[src/rtl/rvl_pkg.sv]
package rvl_pkg;
   typedef enum logic [1:0] {
      ST_IDLE  = 2'd0,
      ST_SCAN  = 2'd1,
      ST_FETCH = 2'd2,
      ST_DONE  = 2'd3
   } rvl_state_e;
endpackage

[src/rtl/rvl_addr_gen.sv]
// Read address counter with a one-cycle read pipeline tag.
module rvl_addr_gen #(
   parameter int ADDR_W = 21
) (
   input  logic              clk,
   input  logic              rst_n,
   input  logic              load,
   input  logic [ADDR_W-1:0] load_val,
   input  logic              step,
   output logic [ADDR_W-1:0] addr_q,
   output logic              at_last,
   output logic              rd_vld,
   output logic [ADDR_W-1:0] rd_addr
);
   localparam logic [ADDR_W-1:0] LAST_A = {ADDR_W{1'b1}};

   assign at_last = (addr_q == LAST_A);

   always_ff @(posedge clk or negedge rst_n) begin
      if (!rst_n) begin
         addr_q  <= '0;
         rd_vld  <= 1'b0;
         rd_addr <= '0;
      end else begin
         // a load discards any read still in flight
         rd_vld <= step && !load;
         if (step) rd_addr <= addr_q;
         if (load)
            addr_q <= load_val;
         else if (step && !at_last)
            addr_q <= addr_q + 1'b1;
      end
   end
endmodule

[src/rtl/rvl_marker_window.sv]
// Sliding match window: stores one equality flag per earlier byte.
module rvl_marker_window #(
   parameter int          MARKER_LEN  = 4,
   parameter logic [7:0]  MARKER_BYTE = 8'hCC
) (
   input  logic       clk,
   input  logic       rst_n,
   input  logic       clear,
   input  logic       shift,
   input  logic [7:0] byte_in,
   output logic       hit
);
   logic eq_now;
   assign eq_now = (byte_in == MARKER_BYTE);

   generate
      if (MARKER_LEN == 1) begin : g_single
         assign hit = shift && eq_now;
      end else begin : g_multi
         logic [MARKER_LEN-2:0] flags;
         logic [MARKER_LEN-1:0] nxt;
         assign nxt = {flags, eq_now};
         assign hit = shift && eq_now && (&flags);
         always_ff @(posedge clk or negedge rst_n) begin
            if (!rst_n)
               flags <= '0;
            else if (clear)
               flags <= '0;
            else if (shift)
               flags <= nxt[MARKER_LEN-2:0];
         end
      end
   endgenerate
endmodule

[src/rtl/rvl_word_asm.sv]
// Big-endian assembly of two consecutive words from a byte stream.
module rvl_word_asm #(
   parameter int VEC_BYTES = 4
) (
   input  logic                   clk,
   input  logic                   rst_n,
   input  logic                   clear,
   input  logic                   shift,
   input  logic [7:0]             byte_in,
   output logic [8*VEC_BYTES-1:0] word_hi,
   output logic [8*VEC_BYTES-1:0] word_lo
);
   localparam int W  = 8 * VEC_BYTES;
   localparam int SW = 2 * W;

   logic [SW-1:0] sh;

   always_ff @(posedge clk or negedge rst_n) begin
      if (!rst_n)
         sh <= '0;
      else if (clear)
         sh <= '0;
      else if (shift)
         sh <= {sh[SW-9:0], byte_in};
   end

   assign word_hi = sh[SW-1:W];
   assign word_lo = sh[W-1:0];
endmodule

[src/rtl/rvl_locator.sv]
module rvl_locator #(
   parameter int          ADDR_W      = 21,
   parameter int          SCAN_START  = 32'h0001_2000,
   parameter int          MARKER_LEN  = 4,
   parameter logic [7:0]  MARKER_BYTE = 8'hCC,
   parameter int          VEC_BYTES   = 4
) (
   input  logic                   clk,
   input  logic                   rst_n,
   input  logic                   start,
   input  logic                   flash_mode,
   output logic [ADDR_W-1:0]      rom_addr,
   input  logic [7:0]             rom_data,
   output logic                   done,
   output logic                   not_found,
   output logic [8*VEC_BYTES-1:0] stack_ptr,
   output logic [8*VEC_BYTES-1:0] prog_ctr,
   output logic [ADDR_W-1:0]      table_off
);
   import rvl_pkg::*;

   localparam int                FETCH_N = 2 * VEC_BYTES;
   localparam int                CNT_W   = $clog2(FETCH_N + 1);
   localparam logic [ADDR_W-1:0] START_A = ADDR_W'(SCAN_START);
   localparam logic [CNT_W-1:0]  FETCH_C = CNT_W'(FETCH_N);
   localparam logic [CNT_W-1:0]  LAST_C  = CNT_W'(FETCH_N - 1);

   generate
      if (ADDR_W < 4 || ADDR_W > 30) begin : g_bad_aw
         $error("rvl_locator: ADDR_W out of range");
      end
      if (SCAN_START < 0 || SCAN_START >= (1 << ADDR_W)) begin : g_bad_start
         $error("rvl_locator: SCAN_START outside ROM");
      end
      if (MARKER_LEN < 1 || VEC_BYTES < 1) begin : g_bad_len
         $error("rvl_locator: MARKER_LEN and VEC_BYTES must be positive");
      end
   endgenerate

   rvl_state_e        state;
   logic              mode_q;
   logic              issued_all;
   logic [CNT_W-1:0]  issue_cnt;
   logic [CNT_W-1:0]  recv_cnt;
   logic              done_q;
   logic              nf_q;
   logic [ADDR_W-1:0] off_q;

   logic              start_ok;
   logic              step;
   logic              load;
   logic [ADDR_W-1:0] load_val;
   logic [ADDR_W-1:0] addr_q;
   logic              at_last;
   logic              rd_vld;
   logic [ADDR_W-1:0] rd_addr;
   logic              win_shift;
   logic              hit;
   logic              scan_hit;
   logic              scan_miss;
   logic              asm_shift;

   assign start_ok  = start && (state == ST_IDLE || state == ST_DONE);
   assign win_shift = (state == ST_SCAN) && rd_vld;
   assign scan_hit  = win_shift && hit;
   assign scan_miss = win_shift && !hit && (rd_addr == {ADDR_W{1'b1}});
   assign asm_shift = (state == ST_FETCH) && rd_vld;

   always_comb begin
      step = 1'b0;
      case (state)
         ST_SCAN:  step = !issued_all;
         ST_FETCH: step = (issue_cnt < FETCH_C);
         default:  step = 1'b0;
      endcase
   end

   always_comb begin
      load     = start_ok || scan_hit;
      load_val = '0;
      if (start_ok)
         load_val = flash_mode ? START_A : '0;
      else if (scan_hit)
         load_val = rd_addr + 1'b1;
   end

   rvl_addr_gen #(.ADDR_W(ADDR_W)) u_addr (
      .clk      (clk),
      .rst_n    (rst_n),
      .load     (load),
      .load_val (load_val),
      .step     (step),
      .addr_q   (addr_q),
      .at_last  (at_last),
      .rd_vld   (rd_vld),
      .rd_addr  (rd_addr)
   );

   rvl_marker_window #(
      .MARKER_LEN  (MARKER_LEN),
      .MARKER_BYTE (MARKER_BYTE)
   ) u_win (
      .clk     (clk),
      .rst_n   (rst_n),
      .clear   (start_ok),
      .shift   (win_shift),
      .byte_in (rom_data),
      .hit     (hit)
   );

   rvl_word_asm #(.VEC_BYTES(VEC_BYTES)) u_asm (
      .clk     (clk),
      .rst_n   (rst_n),
      .clear   (start_ok),
      .shift   (asm_shift),
      .byte_in (rom_data),
      .word_hi (stack_ptr),
      .word_lo (prog_ctr)
   );

   always_ff @(posedge clk or negedge rst_n) begin
      if (!rst_n) begin
         state      <= ST_IDLE;
         mode_q     <= 1'b0;
         issued_all <= 1'b0;
         issue_cnt  <= '0;
         recv_cnt   <= '0;
         done_q     <= 1'b0;
         nf_q       <= 1'b0;
         off_q      <= '0;
      end else begin
         case (state)
            ST_IDLE, ST_DONE: begin
               if (start_ok) begin
                  done_q     <= 1'b0;
                  nf_q       <= 1'b0;
                  off_q      <= '0;
                  mode_q     <= flash_mode;
                  issued_all <= 1'b0;
                  issue_cnt  <= '0;
                  recv_cnt   <= '0;
                  state      <= flash_mode ? ST_SCAN : ST_FETCH;
               end
            end
            ST_SCAN: begin
               if (step && at_last) issued_all <= 1'b1;
               if (scan_hit) begin
                  off_q     <= rd_addr + 1'b1 - START_A;
                  issue_cnt <= '0;
                  recv_cnt  <= '0;
                  state     <= ST_FETCH;
               end else if (scan_miss) begin
                  nf_q   <= 1'b1;
                  done_q <= 1'b1;
                  state  <= ST_DONE;
               end
            end
            ST_FETCH: begin
               if (step) issue_cnt <= issue_cnt + 1'b1;
               if (rd_vld) begin
                  recv_cnt <= recv_cnt + 1'b1;
                  if (recv_cnt == LAST_C) begin
                     done_q <= 1'b1;
                     state  <= ST_DONE;
                  end
               end
            end
            default: state <= ST_IDLE;
         endcase
      end
   end

   assign rom_addr  = addr_q;
   assign done      = done_q;
   assign not_found = nf_q;
   assign table_off = off_q;
endmodule

[config.mk]
export PLATFORM = sky130hd
export DESIGN_NAME = rvl_locator
export DESIGN_NICKNAME = d
export VERILOG_FILES = /design/src/rtl/rvl_pkg.sv /design/src/rtl/rvl_addr_gen.sv /design/src/rtl/rvl_marker_window.sv /design/src/rtl/rvl_word_asm.sv /design/src/rtl/rvl_locator.sv
export SDC_FILE = /design/constraint.sdc
export NUM_CORES = 1
export LEC_CHECK = 0
export BUFFER_PORTS_ARGS = -buffer_cell sky130_fd_sc_hd__buf_4
export CELL_PAD_IN_SITES_DETAIL_PLACEMENT = 1
export CELL_PAD_IN_SITES_GLOBAL_PLACEMENT = 1
export CORE_MARGIN = 3
export CORE_UTILIZATION = 30
export CTS_BUF_LIST = sky130_fd_sc_hd__clkbuf_8
export CTS_CLUSTER_SIZE = 24
export DETAILED_ROUTE_END_ITERATION = 16
export GPL_ROUTABILITY_DRIVEN = 1
export PLACE_DENSITY_LB_ADDON = 0.1
export REMOVE_ABC_BUFFERS = 1
export SLEW_MARGIN = 20
export SYNTH_ARGS = -nofsm -noshare
export SYNTH_HDL_FRONTEND = slang
export SYNTH_SLANG_ARGS = --single-unit
[constraint.sdc]
create_clock -name clk -period 3.04 [get_ports clk]
set_clock_uncertainty 0.05 [all_clocks]
set_input_delay 0.304 -clock clk [delete_from_list [all_inputs] [get_ports clk]]
set_output_delay 0.304 -clock clk [all_outputs]
set_load 0.02 [all_outputs]
**After elaboration in Yosys (flattened, before gate mapping)**

Cells that the tools add are included.

- Reductions and logical operators: 31
- Equality and inequality tests: 16
- Add/sub/neg operators: 5
- Muxes and demuxes: 35
- Magnitude comparators: 1

Operators with widths:

| operator | count |
|---|---|
| $mux W64 | 2 |
| $mux W21 | 6 |
| $add A21 B1 Y21 const B | 2 |
| $eq A21 B21 Y1 const B | 2 |
| $pmux W21 S2 | 1 |
| $pmux W4 S3 | 2 |
| $sub A21 B17 Y21 const B | 1 |
| $mux W17 | 1 |
| $mux W4 | 4 |
| $reduce_and A3 Y1 | 5 |
| $mux W2 | 6 |
| $logic_and A1 B1 Y1 | 11 |
| $ne A2 B2 Y1 const B | 5 |
| $add A4 B1 Y4 const B | 2 |
| $eq A8 B8 Y1 const B | 1 |
| $reduce_and A4 Y1 | 2 |
| $reduce_bool A2 Y1 | 4 |
| $mux W1 | 6 |
| $mux W3 | 2 |
| $ne A2 B1 Y1 const B | 3 |
| $pmux W1 S2 | 3 |
| $pmux W2 S3 | 1 |
| $reduce_and A5 Y1 | 1 |
| $eq A2 B2 Y1 const B | 2 |
| other kinds (9) | 13 |

- Bits of input ports: 12
- Register bits after elaboration: 144
- Word-level logic and storage cells: 100
- Output and inout port bits: 108

**Logic depth before layout (Yosys ltp)**

- Depth after elaboration: 10
- Depth in mapped cells: 10
- Mapped depth without buffers: 8

**Modules after synthesis**

Synthesis repeated with hierarchy kept, for this count alone.

- Cells, all modules: 666
- Area total of the unflattened synthesis: 7,063.0 um^2

Modules (own cells, without submodules):

| module | area an instance (um^2) | cells an instance | sequential area each (um^2) | times used |
|---|---|---|---|---|
| rvl_word_asm | 2,611.3 | 206 | 1,601.5 | 1 |
| rvl_locator | 2,159.6 | 256 | 850.8 | 1 |
| rvl_addr_gen | 2,118.3 | 190 | 1,076.0 | 1 |
| rvl_marker_window | 173.9 | 14 | 75.1 | 1 |

**Worst setup path before layout**

No wires, ideal clock.

- Kind: flip-flop to flip-flop
- Start point: register u_addr.rd_addr[0]
- End point: register off_q[19], in the netlist table_off[19]
- Required time: 2.866 ns
- Path buffers: 0
- Arrival time: 2.126 ns
- Setup slack: 0.740 ns
- Cell stages (with the launch flop): 9
- Clock period less this slack: 2.300 ns
- Setup time: 0.124 ns
- Cell sequence: dfrtp_1 > ha_1 > nand3_2 > nor4_1 > xnor2_1 > ha_1 > a2bb2oi_1 > o311a_1 > a211o_1

- Word-level cells in the longest chain between the ends: 4

Ends and longest elaborated chain:

| element | RTL line | text |
|---|---|---|
| start: declaration | rvl_addr_gen.sv:13 | `output logic [ADDR_W-1:0] rd_addr` |
| start signal: assignment | rvl_addr_gen.sv:27 | `if (step) rd_addr <= addr_q;` |
| $add A21 B1 Y21 | rvl_locator.sv:148 | `off_q <= rd_addr + 1'b1 - START_A;` |
| $sub A21 B17 Y21 | rvl_locator.sv:148 |  |
| $mux W21 | rvl_locator.sv:147 | `if (scan_hit) begin` |
| $pmux W21 S2 | rvl_locator.sv:132 | `case (state)` |
| end signal: assignment | rvl_locator.sv:148 |  |
| end: declaration | rvl_locator.sv:47 | `logic [ADDR_W-1:0] off_q;` |

No other way between the ends. The select of a mux whose other input is x is not followed.
A chain may end at the register's enable or synchronous reset.

**Worst setup path after layout**

Ends and elaborated chain as after synthesis.

==> run metrics <==
Pwr Total 6.23 mW; slew margin rel. 0.362; final std cells w/o fill 1,186; Post-Synth Simple-Gate Area 0.237; largest net degree at the start of global routing 73; Die W 158 um; DR WL/cell 18.8 um; Cells after DPL 1,154; worst vdd ir 0.279 mV; vias 6,163; DR vias/cell 5.20; Hold Crit Class in -> reg; minimum clock period 2.61 ns; area of the die 24,900 um^2; worst skew pair latency 0.45 ns; first-pass GRT wire length 35,900 um; fmax 0.384 GHz; cts repair resizes 0; main combinational cell family by area after synthesis simple AND/OR/NAND/NOR gates; root buffer cell clkbuf_8; Largest stage delay, worst path 0.46 ns; synthesized area 6920 um^2; fin nets 913; Area growth, synth to finish 25.2%; top post-synthesis cells by area dfrtp_1, nand2_1, a21oi_1; syn_area_per_cell 8.93 um^2; antenna violations before repair 0; Mapped Cells 775; total grt overflow 0; RSZ-0062 raised after global routing no; TritonCTS Buffers 17; final core occ 0.390; cell family with most CP delay compound AO/OA/AOI/OAI gates; register area share after synthesis 0.521; Worst Setup End Kind flip-flop; met2 wire len 10,800 um; GPL Wtd Cong 0.900; WP buf/inv 0; adder-cell share of the synthesized area 0.0127; layout cell share with drive strength beyond 1 0.208; most frequent cells in the layout nand2_1, dfrtp_1, buf_4; Setup CP Type reg -> reg; Top Ports 120; Core Box Area 22,200 um^2; WL met1 10,300 um; Crit-path slowest cell dfrtp_1; FFs w/ async S/R, synth 1.00; Final ANT Viol Nets 0; Synth area leader dfrtp_1; routed wl met3 777 um; CP startpoint kind flip-flop; CTS H-Tree Depth 4; I/O Buffers 119; Critical Path RT 3.33 ns; Iteration-0 DRC Markers 271; Synth Area in XOR/XNOR 0.0456; LEAKAGE 4.03 nW; Primary FF master, synth dfrtp_1; commonest non-fill, non-tap cell in the layout nand2_1; mux share of post-synthesis cell area 0.00633; final slew viol count 0; Die H 158 um; Worst Path Max Fanout 6; run status completed; crit-path cells ha_1 > nand3_2 > nor4_1 > xnor2_1 > ha_1 > a2bb2oi_1 > o311a_1 > a211o_1; Fin. Hold Viols 0; Placed Area 8200 um^2; Pre-antenna DRT Iters 4; DR top layer met4; FILL cells 2,614; Setup violations, final 0; Worst-Margin Slew 0.957 ns; ANT cells 0; P per Cell Area 720 nW/um^2; GRT Resource Usage Total 0.182; Rows 54; Unique masters post-synth 62; area share of the largest cell type after synthesis 0.521; Post-synth EDFFs 0; clock sinks 144; Design Area, Final 8660 um^2; Yosys reg bits 144; vias in the first global route 6,623; Most Frequent Cell on Critical Path ha_1; CTS clk-pin slew, worst paths 0.09 ns; maxcap violations 0; initial core utilization 0.311; Clock Tree Buf Depth 2; Detailed Place HPWL 15,900 um; final wirelength 22,200 um; drt drc 0; CP Data Arrival Time 2.89 ns; final worst-path cycle share 0.857; Setup Fix Bufs, Post-CTS 0; yosys warns 0; compound-gate portion of the synthesized area 0.149; CTS tree built
[report_power, final]
group          switching [mW]  leakage (nW)  internal, mW  total (mW)
clock                   0.812         0.225         0.931        1.74
combinational            1.52          1.81         0.654        2.17
sequential              0.213          1.99          2.11        2.32
total                    2.54          4.03          3.69        6.23
[what timing repair did]
| item | in CTS | in global routing |
|---|---|---|
| endpoints found under the hold margin | 70 | 0 |
| setup endpoints to repair | 0 | 0 |
| hold buffers | 1 | 0 |
[stage by stage]
stage          TNS [ns]  worst slack [ns]  hold WS, ns
6_report              0             0.434       0.0591
3_5_place_dp          0             0.460        0.317
5_1_grt               0             0.203       0.0483
3_3_place_gp          0             0.497        0.310
2_1_floorplan    -0.168            -0.168      -0.0416
4_1_cts               0             0.436       0.0193
[worst reg2reg max path, cell delays in order (launching register included)]
cell,delay (ns)
dfrtp_1,0.46
ha_1,0.24
nand3_2,0.18
nor4_1,0.37
xnor2_1,0.26
ha_1,0.25
a2bb2oi_1,0.12
o311a_1,0.32
a211o_1,0.26
[cell families (layout without fill, tap and decap cells)]
group	Yosys count	in the layout
compound gates	172	172
xor+xnor	36	36
flops	144	144
fa+ha+maj	7	7
buf+inv	51	182
mux	4	4
simple gates	361	361
[Yosys cell counts (3+ instances only)]
library cell,n
inv_1,8
a21o_1,3
a211oi_1,11
ha_1,7
xnor2_1,26
buf_1,10
nor3_1,12
nor2_1,31
a21oi_1,84
nand2b_1,3
nor4_1,6
clkbuf_1,29
nand4_1,7
and4_1,5
and2_1,4
nand3_1,19
a22o_1,12
xor2_1,10
o31a_1,3
nand2_1,242
o21ai_1,18
a2111oi_0,3
o21ai_0,16
and3_1,12
dfrtp_1,144
buf_2,4
[sequential cells by signal, summed over array words and instances (netlist names), 2 cells and up]
name                 flops
issue_cnt                4
recv_cnt                 4
state                    2
table_off               21
u_addr.addr_q           21
u_addr.rd_addr          21
u_asm.sh                64
u_win.g_multi.flags      3
[path summary, 6_finish.rpt]
check / cells after the start / slack (ns) / endpoint / from
setup / recovery: 8 / 0.43 / table_off[19] / u_addr.rd_addr[0]
hold / removal: 3 / 0.06 / u_asm.sh[5] / rom_data[5]
setup reg to reg: 8 / 0.43 / table_off[19] / u_addr.rd_addr[0]
hold reg to reg: 2 / 0.44 / table_off[15] / table_off[15]
max in group asynchronous: 3 / 1.73 / u_asm.sh[5] / rst_n
min in group asynchronous: 2 / 0.35 / u_asm.sh[59] / rst_n
[area by class of cell]
class | count | area (um^2) | area share
Multi-Input combinational cell | 580 | 3120 | 0.361
Clock inverter | 13 | 199 | 0.0230
Inverter | 8 | 30.0 | 0.00347
Timing Repair Buffer | 143 | 1100 | 0.128
Sequential cell | 144 | 3600 | 0.416
Tap cell | 280 | 350 | 0.0405
Clock buffer | 18 | 248 | 0.0286
[metal layers]
layer / track usage / vias to the layer above
li1: - / 2900
met1: 0.244 / 3099
met2: 0.302 / 138
met3: 0.0284 / 26
met4: 0.0591 / 0
met5: 0 / -
(Power assumes the default switching activity.)
